`src/rtl/accCpuPkg.sv`:
```
package accCpuPkg;

  localparam int WORD_W   = 16;
  localparam int OPC_LSB  = 12;
  localparam int SEQ_W    = 3;
  localparam int REG_BITS = 12;

  localparam logic [2:0] OPC_ADD = 3'd1;
  localparam logic [2:0] OPC_LDA = 3'd2;
  localparam logic [2:0] OPC_STA = 3'd3;
  localparam logic [2:0] OPC_REG = 3'd7;

  typedef enum logic [2:0] {
    REG_NONE = 3'd0,
    REG_CLA  = 3'd1,
    REG_CLE  = 3'd2,
    REG_CMA  = 3'd3,
    REG_CME  = 3'd4,
    REG_CIR  = 3'd5,
    REG_CIL  = 3'd6,
    REG_INC  = 3'd7
  } regOp_e;

  typedef struct packed {
    logic   arFromPc;
    logic   arFromIr;
    logic   irLoad;
    logic   pcInc;
    logic   drLoad;
    logic   acFromDr;
    logic   acAdd;
    logic   memWrite;
    regOp_e regOp;
  } ctrlStrobe_t;

endpackage

```
`src/rtl/accCpuAlu.sv`:
```
module accCpuAlu
  import accCpuPkg::*;
(
  input  logic [WORD_W-1:0] ac,
  input  logic [WORD_W-1:0] dr,
  input  logic              e,
  input  logic              acAdd,
  input  regOp_e            regOp,
  output logic [WORD_W-1:0] acNext,
  output logic              eNext,
  output logic              acWe,
  output logic              eWe
);

  logic [WORD_W:0] sum;
  assign sum = {1'b0, ac} + {1'b0, dr};

  always_comb begin
    acNext = ac;
    eNext  = e;
    acWe   = 1'b0;
    eWe    = 1'b0;
    if (acAdd) begin
      acNext = sum[WORD_W-1:0];
      eNext  = sum[WORD_W];
      acWe   = 1'b1;
      eWe    = 1'b1;
    end else begin
      case (regOp)
        REG_CLA: begin
          acNext = '0;
          acWe   = 1'b1;
        end
        REG_CLE: begin
          eNext = 1'b0;
          eWe   = 1'b1;
        end
        REG_CMA: begin
          acNext = ~ac;
          acWe   = 1'b1;
        end
        REG_CME: begin
          eNext = ~e;
          eWe   = 1'b1;
        end
        REG_CIR: begin
          acNext = {e, ac[WORD_W-1:1]};
          eNext  = ac[0];
          acWe   = 1'b1;
          eWe    = 1'b1;
        end
        REG_CIL: begin
          acNext = {ac[WORD_W-2:0], e};
          eNext  = ac[WORD_W-1];
          acWe   = 1'b1;
          eWe    = 1'b1;
        end
        REG_INC: begin
          acNext = ac + WORD_W'(1);
          acWe   = 1'b1;
        end
        default: ;
      endcase
    end
  end

endmodule

```
`src/rtl/accCpuCtrl.sv`:
```
module accCpuCtrl
  import accCpuPkg::*;
(
  input  logic              clk,
  input  logic              rst,
  input  logic              stall,
  input  logic [WORD_W-1:0] ir,
  input  logic              acZero,
  input  logic              acNeg,
  input  logic              eBit,
  output ctrlStrobe_t       strobe
);

  localparam logic [SEQ_W-1:0] T0 = SEQ_W'(0);
  localparam logic [SEQ_W-1:0] T1 = SEQ_W'(1);
  localparam logic [SEQ_W-1:0] T2 = SEQ_W'(2);
  localparam logic [SEQ_W-1:0] T3 = SEQ_W'(3);

  logic [SEQ_W-1:0]    seqCnt;
  logic                halted;
  logic                haltSet;
  logic                seqDone;
  logic [7:0]          opDec;
  logic                isMemRead;
  logic                isStore;
  logic                isRegRef;
  logic                isOther;
  logic                skipCond;
  logic [REG_BITS-1:0] regSel;
  logic [REG_BITS-1:0] regPick;
  regOp_e              regOpSel;

  // 3-to-8 opcode decoder
  for (genvar k = 0; k < 8; k++) begin : g_opDec
    assign opDec[k] = (ir[OPC_LSB+2:OPC_LSB] == 3'(k));
  end

  assign isMemRead = opDec[OPC_ADD] | opDec[OPC_LDA];
  assign isStore   = opDec[OPC_STA];
  assign isRegRef  = opDec[OPC_REG] & ~ir[WORD_W-1];
  assign isOther   = opDec[0] | opDec[4] | opDec[5] | opDec[6]
                   | (opDec[OPC_REG] & ir[WORD_W-1]);

  // highest-numbered code bit wins
  assign regSel = ir[REG_BITS-1:0];
  always_comb begin
    regPick = '0;
    for (int b = 0; b < REG_BITS; b++) begin
      if (regSel[b]) regPick = REG_BITS'(1) << b;
    end
  end

  always_comb begin
    regOpSel = REG_NONE;
    if (regPick[11])     regOpSel = REG_CLA;
    else if (regPick[10]) regOpSel = REG_CLE;
    else if (regPick[9])  regOpSel = REG_CMA;
    else if (regPick[8])  regOpSel = REG_CME;
    else if (regPick[7])  regOpSel = REG_CIR;
    else if (regPick[6])  regOpSel = REG_CIL;
    else if (regPick[5])  regOpSel = REG_INC;
  end

  assign skipCond = (regPick[4] & ~acNeg) | (regPick[3] & acNeg)
                  | (regPick[2] & acZero) | (regPick[1] & ~eBit);

  always_comb begin
    strobe  = '0;
    haltSet = 1'b0;
    seqDone = 1'b0;
    if (!stall && !halted) begin
      case (seqCnt)
        T0: strobe.arFromPc = 1'b1;
        T1: begin
          strobe.irLoad = 1'b1;
          strobe.pcInc  = 1'b1;
        end
        T2: strobe.arFromIr = 1'b1;
        T3: begin
          strobe.drLoad   = isMemRead;
          strobe.memWrite = isStore;
          seqDone         = isStore | isRegRef | isOther;
          if (isRegRef) begin
            strobe.regOp = regOpSel;
            strobe.pcInc = skipCond;
            haltSet      = regPick[0];
          end
        end
        default: begin
          seqDone         = 1'b1;
          strobe.acAdd    = opDec[OPC_ADD];
          strobe.acFromDr = opDec[OPC_LDA];
        end
      endcase
    end
  end

  always_ff @(posedge clk) begin
    if (rst) begin
      seqCnt <= T0;
      halted <= 1'b0;
    end else if (!stall && !halted) begin
      seqCnt <= seqDone ? T0 : seqCnt + SEQ_W'(1);
      if (haltSet) halted <= 1'b1;
    end
  end

  // an address-from-PC state is always followed by the instruction fetch
  p_fetch_order_r3: assert property (@(posedge clk) disable iff (rst)
    strobe.arFromPc |=> (stall || strobe.irLoad));

  // a finished instruction returns the sequencer to T0
  p_seq_return_r8: assert property (@(posedge clk) disable iff (rst)
    seqDone |=> (seqCnt == T0));

  // halt is sticky and freezes the timing state
  p_halt_sticky_r11: assert property (@(posedge clk) disable iff (rst)
    halted |=> (halted && $stable(seqCnt)));

  // at most one register-group action per instruction
  p_single_action_r12: assert property (@(posedge clk) disable iff (rst)
    $onehot0({strobe.pcInc & (seqCnt == T3), strobe.regOp != REG_NONE, haltSet}));

endmodule

```
`src/rtl/accCpuDatapath.sv`:
```
module accCpuDatapath
  import accCpuPkg::*;
#(
  parameter int ADDR_W = 8
) (
  input  logic              clk,
  input  logic              rst,
  input  logic              loadEn,
  input  logic [ADDR_W-1:0] loadAddr,
  input  logic [WORD_W-1:0] loadData,
  input  ctrlStrobe_t       strobe,
  output logic [WORD_W-1:0] irOut,
  output logic              acZero,
  output logic              acNeg,
  output logic [WORD_W-1:0] acOut,
  output logic              eOut,
  output logic [ADDR_W-1:0] pcOut
);

  localparam int DEPTH = 1 << ADDR_W;

  logic [WORD_W-1:0] mem [DEPTH];
  logic [ADDR_W-1:0] pc;
  logic [ADDR_W-1:0] ar;
  logic [WORD_W-1:0] irReg;
  logic [WORD_W-1:0] dr;
  logic [WORD_W-1:0] ac;
  logic              e;
  logic [WORD_W-1:0] memRd;
  logic [WORD_W-1:0] aluAc;
  logic              aluE;
  logic              aluAcWe;
  logic              aluEWe;

  assign memRd = mem[ar];

  always_ff @(posedge clk) begin
    if (loadEn)               mem[loadAddr] <= loadData;
    else if (strobe.memWrite) mem[ar]       <= ac;
  end

  accCpuAlu u_alu (
    .ac     (ac),
    .dr     (dr),
    .e      (e),
    .acAdd  (strobe.acAdd),
    .regOp  (strobe.regOp),
    .acNext (aluAc),
    .eNext  (aluE),
    .acWe   (aluAcWe),
    .eWe    (aluEWe)
  );

  always_ff @(posedge clk) begin
    if (rst) begin
      pc    <= '0;
      ar    <= '0;
      irReg <= '0;
      dr    <= '0;
      ac    <= '0;
      e     <= 1'b0;
    end else begin
      if (strobe.arFromPc)      ar <= pc;
      else if (strobe.arFromIr) ar <= irReg[ADDR_W-1:0];
      if (strobe.irLoad) irReg <= memRd;
      if (strobe.pcInc)  pc    <= pc + ADDR_W'(1);
      if (strobe.drLoad) dr    <= memRd;
      if (strobe.acFromDr) ac <= dr;
      else if (aluAcWe)    ac <= aluAc;
      if (aluEWe) e <= aluE;
    end
  end

  assign irOut  = irReg;
  assign acZero = (ac == '0);
  assign acNeg  = ac[WORD_W-1];
  assign acOut  = ac;
  assign eOut   = e;
  assign pcOut  = pc;

  // loading memory leaves the architectural registers untouched
  p_stall_hold_r1: assert property (@(posedge clk) disable iff (rst)
    loadEn |=> ($stable(ac) && $stable(e) && $stable(pc)));

  // the operand address is the low byte of the instruction
  p_addr_low_r3: assert property (@(posedge clk) disable iff (rst)
    strobe.arFromIr |=> (ar == $past(irReg[ADDR_W-1:0])));

  // each PC step is exactly one, modulo the address space
  p_pc_step_r13: assert property (@(posedge clk) disable iff (rst)
    strobe.pcInc |=> (pc == $past(pc) + ADDR_W'(1)));

  // carry of the addition lands in E
  p_add_carry_r6: assert property (@(posedge clk) disable iff (rst)
    strobe.acAdd |=> ({e, ac} == $past({1'b0, ac}) + $past({1'b0, dr})));

endmodule

```
`src/rtl/accCpuCore.sv`:
```
module accCpuCore
  import accCpuPkg::*;
#(
  parameter int ADDR_W = 8
) (
  input  logic              clk,
  input  logic              rst,
  input  logic              loadEn,
  input  logic [ADDR_W-1:0] loadAddr,
  input  logic [WORD_W-1:0] loadData,
  output logic [WORD_W-1:0] acOut,
  output logic              eOut,
  output logic [ADDR_W-1:0] pcOut
);

  ctrlStrobe_t       strobe;
  logic [WORD_W-1:0] irBus;
  logic              acZero;
  logic              acNeg;

  accCpuCtrl u_ctrl (
    .clk    (clk),
    .rst    (rst),
    .stall  (loadEn),
    .ir     (irBus),
    .acZero (acZero),
    .acNeg  (acNeg),
    .eBit   (eOut),
    .strobe (strobe)
  );

  accCpuDatapath #(.ADDR_W(ADDR_W)) u_dp (
    .clk      (clk),
    .rst      (rst),
    .loadEn   (loadEn),
    .loadAddr (loadAddr),
    .loadData (loadData),
    .strobe   (strobe),
    .irOut    (irBus),
    .acZero   (acZero),
    .acNeg    (acNeg),
    .acOut    (acOut),
    .eOut     (eOut),
    .pcOut    (pcOut)
  );

endmodule

```
`config.mk`:
```
export PLATFORM = sky130hd
export DESIGN_NAME = accCpuCore
export DESIGN_NICKNAME = d
export VERILOG_FILES = /design/src/rtl/accCpuPkg.sv /design/src/rtl/accCpuAlu.sv /design/src/rtl/accCpuCtrl.sv /design/src/rtl/accCpuDatapath.sv /design/src/rtl/accCpuCore.sv
export SDC_FILE = /design/constraint.sdc
export NUM_CORES = 2
export LEC_CHECK = 0
export ABC_AREA = 1
export BUFFER_PORTS_ARGS = -buffer_cell sky130_fd_sc_hd__buf_2
export CAP_MARGIN = 10
export CORE_ASPECT_RATIO = 1.1
export CORE_MARGIN = 1.5
export CORE_UTILIZATION = 25
export DETAILED_ROUTE_END_ITERATION = 10
export HOLD_SLACK_MARGIN = 0.03
export PLACE_DENSITY = 0.35
export SLEW_MARGIN = 20
export SYNTH_ARGS = -nofsm -noshare
export SYNTH_HDL_FRONTEND = slang
export SYNTH_HIERARCHICAL = 1
export SYNTH_SLANG_ARGS = --single-unit
```
`constraint.sdc`:
```
create_clock -name clk -period 5.5 [get_ports clk]
set_input_delay 1.1 -clock clk [delete_from_list [all_inputs] [get_ports clk]]
set_output_delay 1.1 -clock clk [all_outputs]
set_load 0.01 [all_outputs]
```
# Word-level counts from Yosys, hierarchy flattened
# Memories as Yosys holds them, arrays and structs flattened. A register that Yosys moved wholly into a read port is not among the register bits.
# Cells that the tools add are included.
dict set report word_totals {
  latchBits 0
  inputBits 27
  rom_bits 0
  out_inout_bits 25
  elab_cells 125
  memories 1
  ram_bits 4096
  register_bits 69
}
# name words word_bits read_ports rd_ports_with_merged_regs wr line_no
set mem_list {}
lappend mem_list {u_dp.mem 256 16 1 1 1 accCpuDatapath.sv:22} ;# logic [WORD_W-1:0] mem [DEPTH];
dict set report classes {
  n_eq_ne 17
  n_bitwise 20
  n_div 0
  mux 57
  n_reduce_logical 18
  n_addsub 4
  mul 0
  n_lt_le_gt_ge 0
  n_shift 0
}
# operator n
set op_table {}
lappend op_table {{$pmux 16 s5} 1}
lappend op_table {{$mux 16} 4}
lappend op_table {{$mux 8} 6}
lappend op_table {{$mux 3} 10}
lappend op_table {{$eq 3x3->1 const B} 8}
lappend op_table {{$mux 11} 2}
lappend op_table {{$mux 1} 21}
lappend op_table {{$eq 3x2->1 const B} 6}
lappend op_table {{$add 16x16->17} 1}
lappend op_table {{$add 16x1->16 const B} 1}
lappend op_table {{$logic_not 16->1} 1}
lappend op_table {{$not 16->16} 1}
lappend op_table {{$reduce_or 16->1} 1}
lappend op_table {{$mux 12} 1}
lappend op_table {{$mux 10} 1}
lappend op_table {{$or 1x1->1} 10}
lappend op_table {{$eq 3x1->1 const B} 3}
lappend op_table {{$mux 9} 1}
lappend op_table {{$add 8x1->8 const B} 1}
lappend op_table {{$mux 4} 2}
lappend op_table {{$reduce_or 4->1} 2}
lappend op_table {{$mux 7} 1}
lappend op_table {{$reduce_bool 7->1} 1}
lappend op_table {{$and 1x1->1} 6}
lappend op_table {{15 further kinds} 24}

# Logic depth before layout (Yosys ltp)
dict set report depth {
  ltp_word 28
  mapped_depth 18
  ltp_nobuf 18
}

# Hierarchy
# Netlist, hierarchy kept.
# mod area_per_inst_um2 seq_area_each_um2 instances cells_per_inst
set by_module_without_submodules {}
lappend by_module_without_submodules {accCpuDatapath 168206.3 124459.4 1 13897}
lappend by_module_without_submodules {accCpuAlu 2028.2 0.0 1 420}
lappend by_module_without_submodules {accCpuCtrl 564.3 80.1 1 104}

# Least setup slack after synthesis
# No wires, ideal clock.
dict set report synth_timing {
  path_type {input to register}
  start {in loadEn}
  end {mem u_dp.mem[0][12], data pin}
  arrival_ps 3957
  setup_ps 556
  stages 7
  setup_slack_ps 986
  path_cell_list {inv_1 -> nand2_2 -> nor4_1 -> nand2_1 -> buf_2 -> buf_1 -> mux2_2}
}
# item line_no
set synth_rtl {}
lappend synth_rtl {{from (decl)} accCpuCore.sv:8} ;# input logic loadEn,
lappend synth_rtl {{to (decl)} accCpuDatapath.sv:22}

==> summary.txt <==
Die
  • Core area: just under 700,000 µm²
  • Site row count: roughly 320
  • Initial Util: around a quarter
  • Die height: approximately 870 µm
  • Die ar.: between 600,000 and 700,000 µm²
  • Chip width: roughly 800 µm
  • Num ports: 52

Synth
  • Post-Synth XOR/XNOR Area: less than 1%
  • Largest cells by area after synthesis: edfxtp_1 72%, nand3_1 12%, nand2_1 9.5%
  • Simple-gate portion of the synthesized area: between 20 and 25%
  • Mean Syn Cell Area: approximately 12 µm²
  • Synth top area share: around 72%
  • Synth Warn #: 6
  • Synth Area in Compound Gates: less than 1%
  • Flops & latches, synth: approximately 4,200
  • Largest area contributor in the netlist: edfxtp_1
  • Number of flops mapped to enable cells by yosys: about 4,100
  • Yosys cell types: 42
  • Post-synthesis instance area: 170,800 µm²
  • Async set-reset flop share out of synthesis: 0%
  • Adder-cell area share of the yosys netlist: 0.1802%
  • Syn Inst Count: 14,421
  • Most used DFF post-synth: edfxtp_1
  • Mux contribution to synthesized area: less than 1%
  • Sequential area share after synthesis: between 70% and 80%
  • Synthesized Nets: around 14,000
  • Main combinational cell family by area after synthesis: simple AND/OR/NAND/NOR gates

Status
  • Failing checks: design-rule violations
  • Status: finished, violations left

Setup path
  • Setup Crit Path Kind: flop to flop
  • Worst r2r dst: u_dp/mem[119][7]
  • Reg2reg path depth: 14
  • RR Startpoint: u_ctrl/seqCnt[0]
  • Nature of the critical path startpoint: flop
  • Crit path DAT: a little under 6 ns
  • Reg2Reg Setup Slack: between 0.3 and 0.4 ns
  • Worst Setup End Kind: flop
  • CP required: 6.26 ns
  • Critical path fanouts, max: 16

Timing
  • Clock Skew: approximately 0.077 ns
  • Final setup violation count: 0
  • Fin. Hold Viols: 0
  • Post-layout min period: roughly 5.1 ns
  • Fin crit share: about 93%
  • Slew margin rel.: between 10% and 20%
  • Total Negative Setup Slacks: 0 ns
  • FMAX: 195.2 MHz
  • RSZ-0062 raised after global routing: false
  • Worst slew pin tran: 1.253 ns
  • Slew Viols, Final: 0
  • Worst Slack Setup Final: around 0.38 ns

Power
  • Leak: 67.85 nW
  • Total Power: about 0.075 W
  • Pwr/cell area: ~380 nW/µm²
  • Worst VDD drop: ~0.28 mV

Clock network
  • CTS H-Tree Depth: 5
  • Clock Tree Buf Depth: 4
  • CTS clk-pin slew, worst paths: about 0.06 ns
  • CTS tree: done
  • Post-CTS setup buffer count: 0
  • Num Clock Sinks: approximately 4,200
  • Quantity of hold-fixing buffers added after cts: 0
  • Clock Latency Late Sink: around 1.1 ns
  • CTS buffer count: roughly 460
  • CTS root buf: clkbuf_16
  • # resized after CTS: 0

GRT
  • Tot GR Track Use: about 18%
  • Pin count of the biggest net entering global routing: 156
  • Total grt overflow: 0
  • Global-route wire length before repair: just under 900,000 µm
  • Vias in the first global route: 109,009
  • Initial antenna violation count: 35

Placement
  • DP Worst Slack: 0.01543 ns
  • Placed cells: approximately 23,000
  • Final GP Congestion: ~0.81
  • # port buffers: about 50
  • DP HPWL: between 300,000 and 400,000 µm

Finish
  • Layout cells sized above 1: around 10%
  • Synthesis-to-finish area growth: 16.32%
  • Final non-filler cell total: roughly 24,000
  • Fill count: approximately 70,000
  • FF+latch area: about 120,000 µm²
  • Footprint of the multi-input gates: about 41,000 µm²
  • Nets: approximately 15,000
  • Final core occ: between 20 and 30%

Routing
  • DR pass1 iterations: 9
  • # DRC: 42
  • Drt initial violations: around 9,600
  • Post-Route WL: 632,800 µm
  • Via Count: about 110k
  • Antenna viol nets, final: 0
  • Via-to-Cell Ratio: 4.611
  • Mean routed wirelength per cell: approximately 26 µm

Hold path
  • Hold EP: u_ctrl/seqCnt[1]
  • Hold Path Cell Cnt: 2
  • Min-Delay Path Class: input pin to flop
  • Worst Hold Launch: rst

Run
  • Maxcap violations: 0
==> layer usage <==
metal	vias up	part of all wire, %	track usage (%)
li1	51719	-	-
met1	56275	45	24.63
met2	2532	48	29.58
met3	635	4.2	2.097
met4	0	2.7	4.518
met5	-	0	0
==> cell type report <==
cell class,instances,share of cell area (%)
Clock buffer,588,6.052
Multi-Input combinational cell,9124,20.68
Inverter,155,0.3155
Antenna cell,12,0.01512
Tap cell,9120,5.744
Timing Repair Buffer,682,3.281
Sequential cell,4173,62.70
Clock inverter,256,1.210
==> synth_stat cells, types with 10 or more instances <==
library cell and instances:
buf_1 98, edfxtp_1 4096, buf_6 93, dfxtp_1 77
a21oi_1 95, mux2_2 16, buf_2 530, buf_4 91
nor2_1 370, inv_1 147, o221ai_1 24, o22ai_1 10
clkbuf_1 152, o21ai_0 74, nand3_1 4111, nor3_1 11
ha_1 23, nand2_1 4336
==> worst max-delay path, stage by stage, from the launching register on <==
cell	delay (ns)
dfxtp_1	0.41
ha_1	0.18
ha_1	0.22
inv_1	0.07
nor4_1	0.44
nand2_2	0.31
buf_4	0.31
o21ai_0	0.99
buf_4	0.29
inv_1	0.05
nor2_1	0.33
nand2_1	0.25
buf_4	0.30
nor2_1	0.36
buf_4	0.28
==> flip-flops by register name, summed over array words and instances (netlist names), named ones only <==
signal         cells
u_ctrl/seqCnt      3
u_dp/ar            8
u_dp/acOut        16
u_dp/pcOut         8
u_ctrl/halted      1
u_dp/eOut          1
u_dp/dr           16
u_dp/irOut        16
u_dp/mem        4096
==> cells by family (layout without fill, tap and decap cells) <==
logic type	Yosys count	in the layout
xor+xnor	2	2
simple gates	8867	8867
mux	16	16
buf+inv	1124	1681
other cells	0	12
compound gates	215	215
flops	4173	4173
fa+ha+maj	24	24
==> power breakdown <==
part	leakage (nW)	switching [W]	total, W	internal (W)
clock network	7.05	0.0133	0.0304	0.0171
logic	23.4	0.00724	0.00938	0.00214
registers	37.4	0.000147	0.0351	0.0350
total	67.9	0.0207	0.0749	0.0542
==> how the worst max path moves through the flow <==
| stage | startpoint | end | slack, ns | cells past startpoint |
|---|---|---|---|---|
| finish | u_ctrl/seqCnt[0] | u_dp/mem[119][7] | 0.38 | 14 |
| global route | u_ctrl/seqCnt[0] | u_dp/mem[118][15] | 0.19 | 14 |
| CTS | u_ctrl/seqCnt[0] | u_dp/mem[118][15] | 0.48 | 14 |
| detailed placement | loadEn | u_dp/mem[118][11] | 0.02 | 14 |
| global placement | loadEn | u_dp/mem[118][9] | -0.1 | 14 |
| floorplan | loadEn | u_dp/mem[0][12] | 0.99 | 7 |
==> metrics by stage <==
step / cell area (µm²) / hold WS (ns)
2_1_floorplan: 170800 / 0.4402
3_5_place_dp: 184200 / 0.4707
5_1_grt: 198600 / 0.3467
3_3_place_gp: 184200 / 0.4604
6_report: 198700 / 0.3878
4_1_cts: 198600 / 0.2730
==> placed cells by master, fill, tap and decap left out, types with 5 or more instances in the layout <==
master      netlist  layout
a21oi_1          95      95
buf_12            1     122
buf_2           530      51
buf_4            91     509
bufinv_16         0      36
clkbuf_1        152     126
clkbuf_16         0     461
clkinv_1          2     104
clkinv_16         0       7
clkinv_2          0      88
clkinv_8          0       7
clkinvlp_4        0       5
dfxtp_1          77      70
dfxtp_4           0       6
diode_2           0      12
edfxtp_1       4096    4096
ha_1             23      23
inv_1           147     144
inv_6             0       7
mux2_8            0      16
nand2_1        4336    4319
nand2_2           4       5
nand2_4           1      17
nand3_1        4111    4111
nand3b_1          7       7
nand4_1           7       7
nor2_1          370     199
nor2_2            3     172
nor2_4            3       5
nor3_1           11       9
nor4_1            5       5
o21ai_0          74      74
o221ai_1         24      24
o22ai_1          10      10
or2_2             5       5
Power figures use the tool's default switching activity.
